## config.mk

```make
export PLATFORM = sky130hd
export DESIGN_NAME = sbw_capture
export DESIGN_NICKNAME = d
export VERILOG_FILES = /design/src/rtl/sbw_pkg.sv /design/src/rtl/sbw_hold.sv /design/src/rtl/sbw_ctrl.sv /design/src/rtl/sbw_rdport.sv /design/src/rtl/sbw_capture.sv
export SDC_FILE = /design/constraint.sdc
export NUM_CORES = 1
export LEC_CHECK = 0
export ABC_AREA = 0
export CORE_ASPECT_RATIO = 1.1
export CORE_UTILIZATION = 45
export CTS_BUF_LIST = sky130_fd_sc_hd__clkbuf_16
export CTS_CLUSTER_SIZE = 40
export DETAILED_ROUTE_END_ITERATION = 7
export PLACE_DENSITY_LB_ADDON = 0.12
export SLEW_MARGIN = 20
export SYNTH_ARGS = -nofsm -noshare
export SYNTH_HDL_FRONTEND = slang
export SYNTH_HIERARCHICAL = 1
export SYNTH_SLANG_ARGS = --single-unit
```

## constraint.sdc

```tcl
create_clock -name clk -period 3.75 [get_ports clk]
set_input_delay 0.375 -clock clk [delete_from_list [all_inputs] [get_ports clk]]
set_output_delay 0.375 -clock clk [all_outputs]
set_load 0.05 [all_outputs]
```

## src/rtl/sbw_pkg.sv

```systemverilog
package sbw_pkg;
   typedef struct packed {
      logic ovr;
      logic lock;
      logic valid;
   } sbw_flags_t;

   localparam int STAT_BITS = 3;

   typedef enum logic [1:0] {
      RD_NONE = 2'd0,
      RD_LO   = 2'd1,
      RD_HI   = 2'd2,
      RD_STAT = 2'd3
   } sbw_rd_e;
endpackage

```

## src/rtl/sbw_hold.sv

```systemverilog
module sbw_hold #(
   parameter int WORD_W = 32
) (
   input  logic              clk,
   input  logic              rst_n,
   input  logic              soft_rst,
   input  logic              load,
   input  logic [WORD_W-1:0] word_in,
   output logic [WORD_W-1:0] held
);
   always_ff @(posedge clk or negedge rst_n) begin
      if (!rst_n)        held <= '0;
      else if (soft_rst) held <= '0;
      else if (load)     held <= word_in;
   end
endmodule

```

## src/rtl/sbw_ctrl.sv

```systemverilog
module sbw_ctrl
   import sbw_pkg::*;
#(
   parameter bit OVR_EN = 1'b1
) (
   input  logic       clk,
   input  logic       rst_n,
   input  logic       soft_rst,
   input  logic       cap_stb,
   input  logic       word_nz,
   input  sbw_rd_e    rd_kind,
   output logic       load,
   output sbw_flags_t flags
);
   logic lo_rd, hi_rd, st_rd, drop;
   logic lock_q, valid_q;

   assign lo_rd = (rd_kind == RD_LO);
   assign hi_rd = (rd_kind == RD_HI);
   assign st_rd = (rd_kind == RD_STAT);

   // unlock by a high read applies before capture; a low read blocks capture
   assign load = cap_stb && !lo_rd && (!lock_q || hi_rd);
   assign drop = cap_stb && !load;

   always_ff @(posedge clk or negedge rst_n) begin
      if (!rst_n) begin
         lock_q  <= 1'b0;
         valid_q <= 1'b0;
      end else if (soft_rst) begin
         lock_q  <= 1'b0;
         valid_q <= 1'b0;
      end else begin
         if (lo_rd)      lock_q <= 1'b1;
         else if (hi_rd) lock_q <= 1'b0;
         if (load && word_nz) valid_q <= 1'b1;
         else if (hi_rd)      valid_q <= 1'b0;
      end
   end

   generate
      if (OVR_EN) begin : g_ovr
         logic ovr_q;
         always_ff @(posedge clk or negedge rst_n) begin
            if (!rst_n)        ovr_q <= 1'b0;
            else if (soft_rst) ovr_q <= 1'b0;
            else if (drop)     ovr_q <= 1'b1;
            else if (st_rd)    ovr_q <= 1'b0;
         end
         assign flags.ovr = ovr_q;
      end else begin : g_no_ovr
         logic unused_ovr;
         assign unused_ovr = drop ^ st_rd;
         assign flags.ovr  = 1'b0;
      end
   endgenerate

   assign flags.lock  = lock_q;
   assign flags.valid = valid_q;
endmodule

```

## src/rtl/sbw_rdport.sv

```systemverilog
module sbw_rdport
   import sbw_pkg::*;
#(
   parameter int WORD_W = 32,
   localparam int HALF_W = WORD_W / 2
) (
   input  logic              clk,
   input  logic              rst_n,
   input  logic              soft_rst,
   input  logic              rd_stb,
   input  sbw_rd_e           rd_kind,
   input  logic [WORD_W-1:0] held,
   input  sbw_flags_t        flags,
   output logic [HALF_W-1:0] rd_data
);
   logic [HALF_W-1:0] mux;

   always_comb begin
      mux = '0;
      unique case (rd_kind)
         RD_LO:   mux = held[HALF_W-1:0];
         RD_HI:   mux = held[WORD_W-1:HALF_W];
         RD_STAT: mux[STAT_BITS-1:0] = flags;
         default: mux = '0;
      endcase
   end

   always_ff @(posedge clk or negedge rst_n) begin
      if (!rst_n)        rd_data <= '0;
      else if (soft_rst) rd_data <= '0;
      else if (rd_stb)   rd_data <= mux;
   end
endmodule

```

## src/rtl/sbw_capture.sv

```systemverilog
module sbw_capture
   import sbw_pkg::*;
#(
   parameter int WORD_W    = 32,
   parameter int ADDR_W    = 2,
   parameter int ADDR_LO   = 0,
   parameter int ADDR_HI   = 1,
   parameter int ADDR_STAT = 2,
   parameter bit OVR_EN    = 1'b1,
   localparam int HALF_W   = WORD_W / 2
) (
   input  logic              clk,
   input  logic              rst_n,
   input  logic              soft_rst,
   input  logic              cap_stb,
   input  logic [WORD_W-1:0] cap_word,
   input  logic              rd_stb,
   input  logic [ADDR_W-1:0] rd_addr,
   output logic [HALF_W-1:0] rd_data,
   output logic              valid_o
);
   if (WORD_W % 2 != 0) begin : g_bad_width
      $error("sbw_capture: WORD_W must be even");
   end
   if (HALF_W < STAT_BITS) begin : g_bad_half
      $error("sbw_capture: half word too narrow for status");
   end
   if ((1 << ADDR_W) <= ADDR_STAT || (1 << ADDR_W) <= ADDR_HI || (1 << ADDR_W) <= ADDR_LO) begin : g_bad_addr
      $error("sbw_capture: address out of range");
   end
   if (ADDR_LO == ADDR_HI || ADDR_LO == ADDR_STAT || ADDR_HI == ADDR_STAT) begin : g_dup_addr
      $error("sbw_capture: addresses must differ");
   end

   sbw_rd_e           rd_kind;
   logic              load;
   sbw_flags_t        flags;
   logic [WORD_W-1:0] held_q;

   always_comb begin
      rd_kind = RD_NONE;
      if (rd_stb) begin
         if (rd_addr == ADDR_W'(ADDR_LO))        rd_kind = RD_LO;
         else if (rd_addr == ADDR_W'(ADDR_HI))   rd_kind = RD_HI;
         else if (rd_addr == ADDR_W'(ADDR_STAT)) rd_kind = RD_STAT;
      end
   end

   sbw_ctrl #(.OVR_EN(OVR_EN)) i_ctrl (
      .clk(clk), .rst_n(rst_n), .soft_rst(soft_rst),
      .cap_stb(cap_stb), .word_nz(|cap_word), .rd_kind(rd_kind),
      .load(load), .flags(flags)
   );

   sbw_hold #(.WORD_W(WORD_W)) i_hold (
      .clk(clk), .rst_n(rst_n), .soft_rst(soft_rst),
      .load(load), .word_in(cap_word), .held(held_q)
   );

   sbw_rdport #(.WORD_W(WORD_W)) i_rdport (
      .clk(clk), .rst_n(rst_n), .soft_rst(soft_rst),
      .rd_stb(rd_stb), .rd_kind(rd_kind), .held(held_q),
      .flags(flags), .rd_data(rd_data)
   );

   assign valid_o = flags.valid;
endmodule

```

Yosys cells after proc, flatten, opt, wreduce, memory -nomap -nowiden

Index checks and enable logic that the tools add are counted.
W data, S select, Z words.

Register bits after elaboration: 51
Logic and storage cells: 43
Output and inout bits: 17
Input bits: 39

Reduce and logical (&&, ||, !) cells: 15
Equal/unequal tests: 5
Multiplexer cells: 18

Operators by type and width:

| cell                 | number |
|---|---|
| $mux W32             | 2 |
| $mux W16             | 2 |
| $reduce_or A32 Y1    | 1 |
| $pmux W13 S2         | 1 |
| $pmux W3 S3          | 1 |
| $reduce_bool A3 Y1   | 3 |
| $mux W1              | 8 |
| $mux W2              | 4 |
| $eq A2 B2 Y1 const B | 3 |
| $eq A2 B1 Y1 const B | 2 |
| $logic_and A1 B1 Y1  | 4 |
| $reduce_bool A2 Y1   | 2 |
| $logic_not A1 Y1     | 3 |
| $logic_not A2 Y1     | 1 |
| $logic_or A1 B1 Y1   | 1 |

Depth between registers and ports, before layout

Depth in word-level cells: 13
Mapped depth: 9

Cells and area by module

The synthesis kept the hierarchy.

Modules (own cells, without submodules):

| module      | cells an instance | instances | area each (um^2) |
|---|---|---|---|
| sbw_hold    | 103               | 1         | 1323.8 |
| sbw_rdport  | 94                | 1         | 925.9 |
| sbw_ctrl    | 19                | 1         | 170.2 |
| sbw_capture | 14                | 1         | 96.3 |

Worst setup path before layout

OpenSTA, ideal clock, no wires.

Path kind: input port to flip-flop
Start point: input rd_stb
End point: register i_hold.held[0]
Path buffers: 2
Library setup time: 0.132 ns
Data arrival time: 1.695 ns
Cell stages on the path: 8
Setup slack: 1.924 ns
Cell sequence: nor2b_1 inv_1 maj3_2 and2_2 buf_6 buf_12 mux2i_1 nor2_1

Longest elaborated chain between the ends: 6
Elaborated cells between the ends (all ways): 8
Classes of those cells: 2 x eq/ne; 1 x mux; 5 x reduce/logical

RTL lines:

| what                           | line              | text |
|---|---|---|
| start: declaration             | sbw_capture.sv:17 | `input logic rd_stb,` |
| $mux W2 *                      | sbw_capture.sv:42 | `if (rd_stb) begin` |
| $eq A2 B1 Y1                   | sbw_ctrl.sv:18    | `assign lo_rd = (rd_kind == RD_LO);` |
| $logic_not A1 Y1               | sbw_ctrl.sv:23    | `assign load = cap_stb && !lo_rd && (!lock_q \|\| hi_rd);` |
| $logic_and A1 B1 Y1            | sbw_ctrl.sv:23    |  |
| $logic_and A1 B1 Y1 *          | sbw_ctrl.sv:23    |  |
| net load                       | sbw_capture.sv:36 | `logic load;` |
| $reduce_bool A2 Y1 (no line) * | --                |  |
| end signal: assignment         | sbw_hold.sv:14    | `else if (load) held <= word_in;` |
| end: declaration               | sbw_hold.sv:9     | `output logic [WORD_W-1:0] held` |

Mark *: on every way through the listed nets, which the timed path passes. The rest lies on a longest branch.
A chain may end at the register's enable or synchronous reset.

Worst setup path after layout

Start point: input rd_stb
End point: register i_hold.held[1]

Longest elaborated chain between the ends: 6
Elaborated cells between the ends (all ways): 8
Classes of those cells: 2 x eq/ne; 1 x mux; 5 x reduce/logical

RTL lines:

| what                           | line              | text |
|---|---|---|
| $mux W2 *                      | sbw_capture.sv:42 |  |
| net rd_kind[0]                 | sbw_capture.sv:35 | `sbw_rd_e rd_kind;` |
| $eq A2 B1 Y1                   | sbw_ctrl.sv:18    |  |
| $logic_not A1 Y1               | sbw_ctrl.sv:23    |  |
| $logic_and A1 B1 Y1            | sbw_ctrl.sv:23    |  |
| $logic_and A1 B1 Y1 *          | sbw_ctrl.sv:23    |  |
| net load                       | sbw_capture.sv:36 |  |
| $reduce_bool A2 Y1 (no line) * | --                |  |

Marks and branches as above.

==> out/results.txt <==
Outcome -> finished clean
Async set-or-reset flop fraction in the synthesized netlist -> 100.0%
Placed Area -> 0.003019 mm2
CTS buffer count -> 5
Largest net degree at the start of global routing -> 42
Count of final setup violators -> 0
1st-pass router iterations -> 4
Worst Reg-to-Reg Cells -> 6
Worst Path Buf+Inv -> 4
Chip width -> 73.30 um
WL/cell -> 16.24 um
Cell variety after synth -> 30
Synth Flop Type -> dfrtp_1
Delay-heaviest family, CP -> buffers and inverters
Final Hold Viols -> 0
Row cnt -> 28
Util after Layout -> 58.56%
Pre-CTS setup slack -> 0.8183 ns
WP depth -> 9
Worst-path clk slew -> 0.07 ns
Share of cells above drive strength 1 -> 7.473%
# DRC -> 0
Leak Pwr -> 1.434 nW
Critical path arrival -> 2.79 ns
Clock tree buffer depth -> 2
Overflow after GRT -> 0
Total Routing Usage GR -> 20.48%
Initial antenna violation count -> 0
Fin crit share -> 69.92%
Worst-path maximum fanout -> 21
WHS -> 0.2296 ns
Starting DRT DRC Count -> 73
Rel. slew slack -> 37.43%
Setup WS post-layout -> 1.128 ns
Via density -> 5.247
Req. time, crit path -> 3.92 ns
Clock latency on the worst-skew pair -> 0.29 ns
Dpl hpwl -> 3948 um
CTS tree -> done
DIE HEIGHT -> 80.43 um
H-tree Lvls -> 2
Die area -> 0.005895 mm2
Power density cells -> 385.4 mW/mm2
CP Launch Type -> primary input
Final Skew -> 0.007462 ns
Initial Util -> 46.64%
Vias in the first global route -> 1726
Syn_area_per_cell -> 10.94 um2
Cells after Synth -> 230
Critical path class -> primary input to flip-flop
Setup bufs post-CTS -> 0
Max Freq -> 0.3814 GHz
Cell area after layout -> 0.003159 mm2
Sequential area share after synthesis -> 50.72%
Num ports -> 56
Hold_buf cts -> 0
PostCTS Resize Cnt -> 0
Vias -> 1868
Core Area -> 0.005395 mm2
VDD IR max -> 0.0002960 V
Worst Hold Class -> primary input to asynchronous set/reset pin
CP max-delay cell -> clkdlybuf4s50_1
Tightest Pin Transition -> 0.9357 ns
Nets -> 323
Ys Warns -> 6
Post-route minimum period -> 2.622 ns
Area Overhead vs Synth -> 25.56%
CP peak stage delay -> 0.45 ns
Cell Area, Synth -> 0.002516 mm2
Number of routed nets with antenna violations -> 0
DRT Wirelength -> 5782 um
Post-synth EDFFs -> 0
FF+latch count, synth -> 51
Max cap viols -> 0
Final Slew Violations -> 0
PortBufs -> 55
Number of diodes -> 0
CTS Root Cell -> clkbuf_16
Crit path capture type -> flip-flop
Most numerous cell on the critical path -> buf_4
Setup TNS -> 0 ns
First-pass GRT wire length -> 8859 um
Setup repair after global routing missed its margin -> no
GPL Wtd Cong -> 0.8184
Clk sinks -> 51
Critical Path, Cell by Cell -> clkdlybuf4s50_1, buf_4, nor2b_1, inv_1, maj3_2, and2_2, buf_4, mux2i_1, nor2_1
Syn nets -> 273
==> stage by stage <==
step	std cells	power, mW
after floorplan	230	0.7236
after global placement	348	0.7923
after detailed placement	348	0.7935
after CTS	356	1.231
after global routing	356	1.267
final	356	1.218
==> cells by family after synthesis <==
family	synth area share (%)
and+or+nand+nor	15.81
muxes	12.73
adders and majority gates	2.437
xor gates and xnor gates	0.3481
buffers and inverters	7.806
DFF	50.72
AOI/OAI and AO/OA	10.14
==> flip-flops by register name, summed over array words and instances, names as in the netlist <==
| name | flops |
|---|---|
| i_rdport/rd_data | 16 |
| i_hold/held | 32 |
| i_ctrl/lock_q | 1 |
| i_ctrl/valid_q | 1 |
| i_ctrl/g_ovr.ovr_q | 1 |
==> cells in the final DEF, fill, tap and decap left out, types with 3 or more instances in the layout <==
| cell type | count |
|---|---|
| ha_1 | 4 |
| inv_1 | 6 |
| o21ai_1 | 3 |
| buf_4 | 5 |
| a222oi_1 | 3 |
| nand2_1 | 7 |
| dfrtp_1 | 51 |
| clkbuf_16 | 5 |
| clkdlybuf4s50_1 | 54 |
| nor2_1 | 48 |
| mux2i_1 | 32 |
| a22o_1 | 7 |
| a21oi_1 | 13 |
| nor4_1 | 7 |
| nor2b_1 | 7 |
| a22o_2 | 6 |
| and2b_1 | 7 |
==> report_power, final <==
group          leakage, nW  switching (mW)  internal (mW)
clock               0.0649           0.191          0.243
sequential           0.692          0.0169          0.577
combinational        0.677           0.101         0.0887
==> final cells by class <==
type,instances,area [um2]
Tap cell,75,93.84
Sequential cell,51,1276
Clock buffer,5,125.1
Timing Repair Buffer,60,583.1
Multi-Input combinational cell,156,1044
Clock inverter,3,15.01
Inverter,6,22.52
Fill cell,494,2236
==> metal layers <==
layer / global-route usage, % / share of wire (%)
met5: 0 / 0
met4: 6.538 / 1.5
met3: 4.642 / 5.3
met2: 31.85 / 47
met1: 28.26 / 47
==> cell usage after synthesis, types with 4 or more instances <==
library cell | instances | area [um2]
nor2b_1 | 7 | 43.79
a22o_2 | 6 | 60.06
and2b_1 | 7 | 52.55
dfrtp_1 | 51 | 1276
nand2_1 | 7 | 26.28
nor4_1 | 7 | 43.79
mux2i_1 | 32 | 320.3
ha_1 | 4 | 50.05
a22o_1 | 7 | 61.31
a21oi_1 | 13 | 65.06
buf_6 | 5 | 56.30
nor2_1 | 48 | 180.2
inv_1 | 6 | 22.52
clkbuf_1 | 4 | 15.01
==> worst paths after layout <==
kind / start / endpoint / slack [ns]
worst max-delay path: rd_stb / i_hold/held[1] / 1.13
worst min-delay path: rst_n / i_rdport/rd_data[10] / 0.23
worst max register to register: i_ctrl/lock_q / i_hold/held[1] / 1.81
worst min register to register: i_rdport/rd_data[2] / i_rdport/rd_data[2] / 0.49
max in group asynchronous: rst_n / i_rdport/rd_data[9] / 2.80
min in group clk: i_rdport/rd_data[2] / i_rdport/rd_data[2] / 0.49
Power figures use the tool's default switching activity.
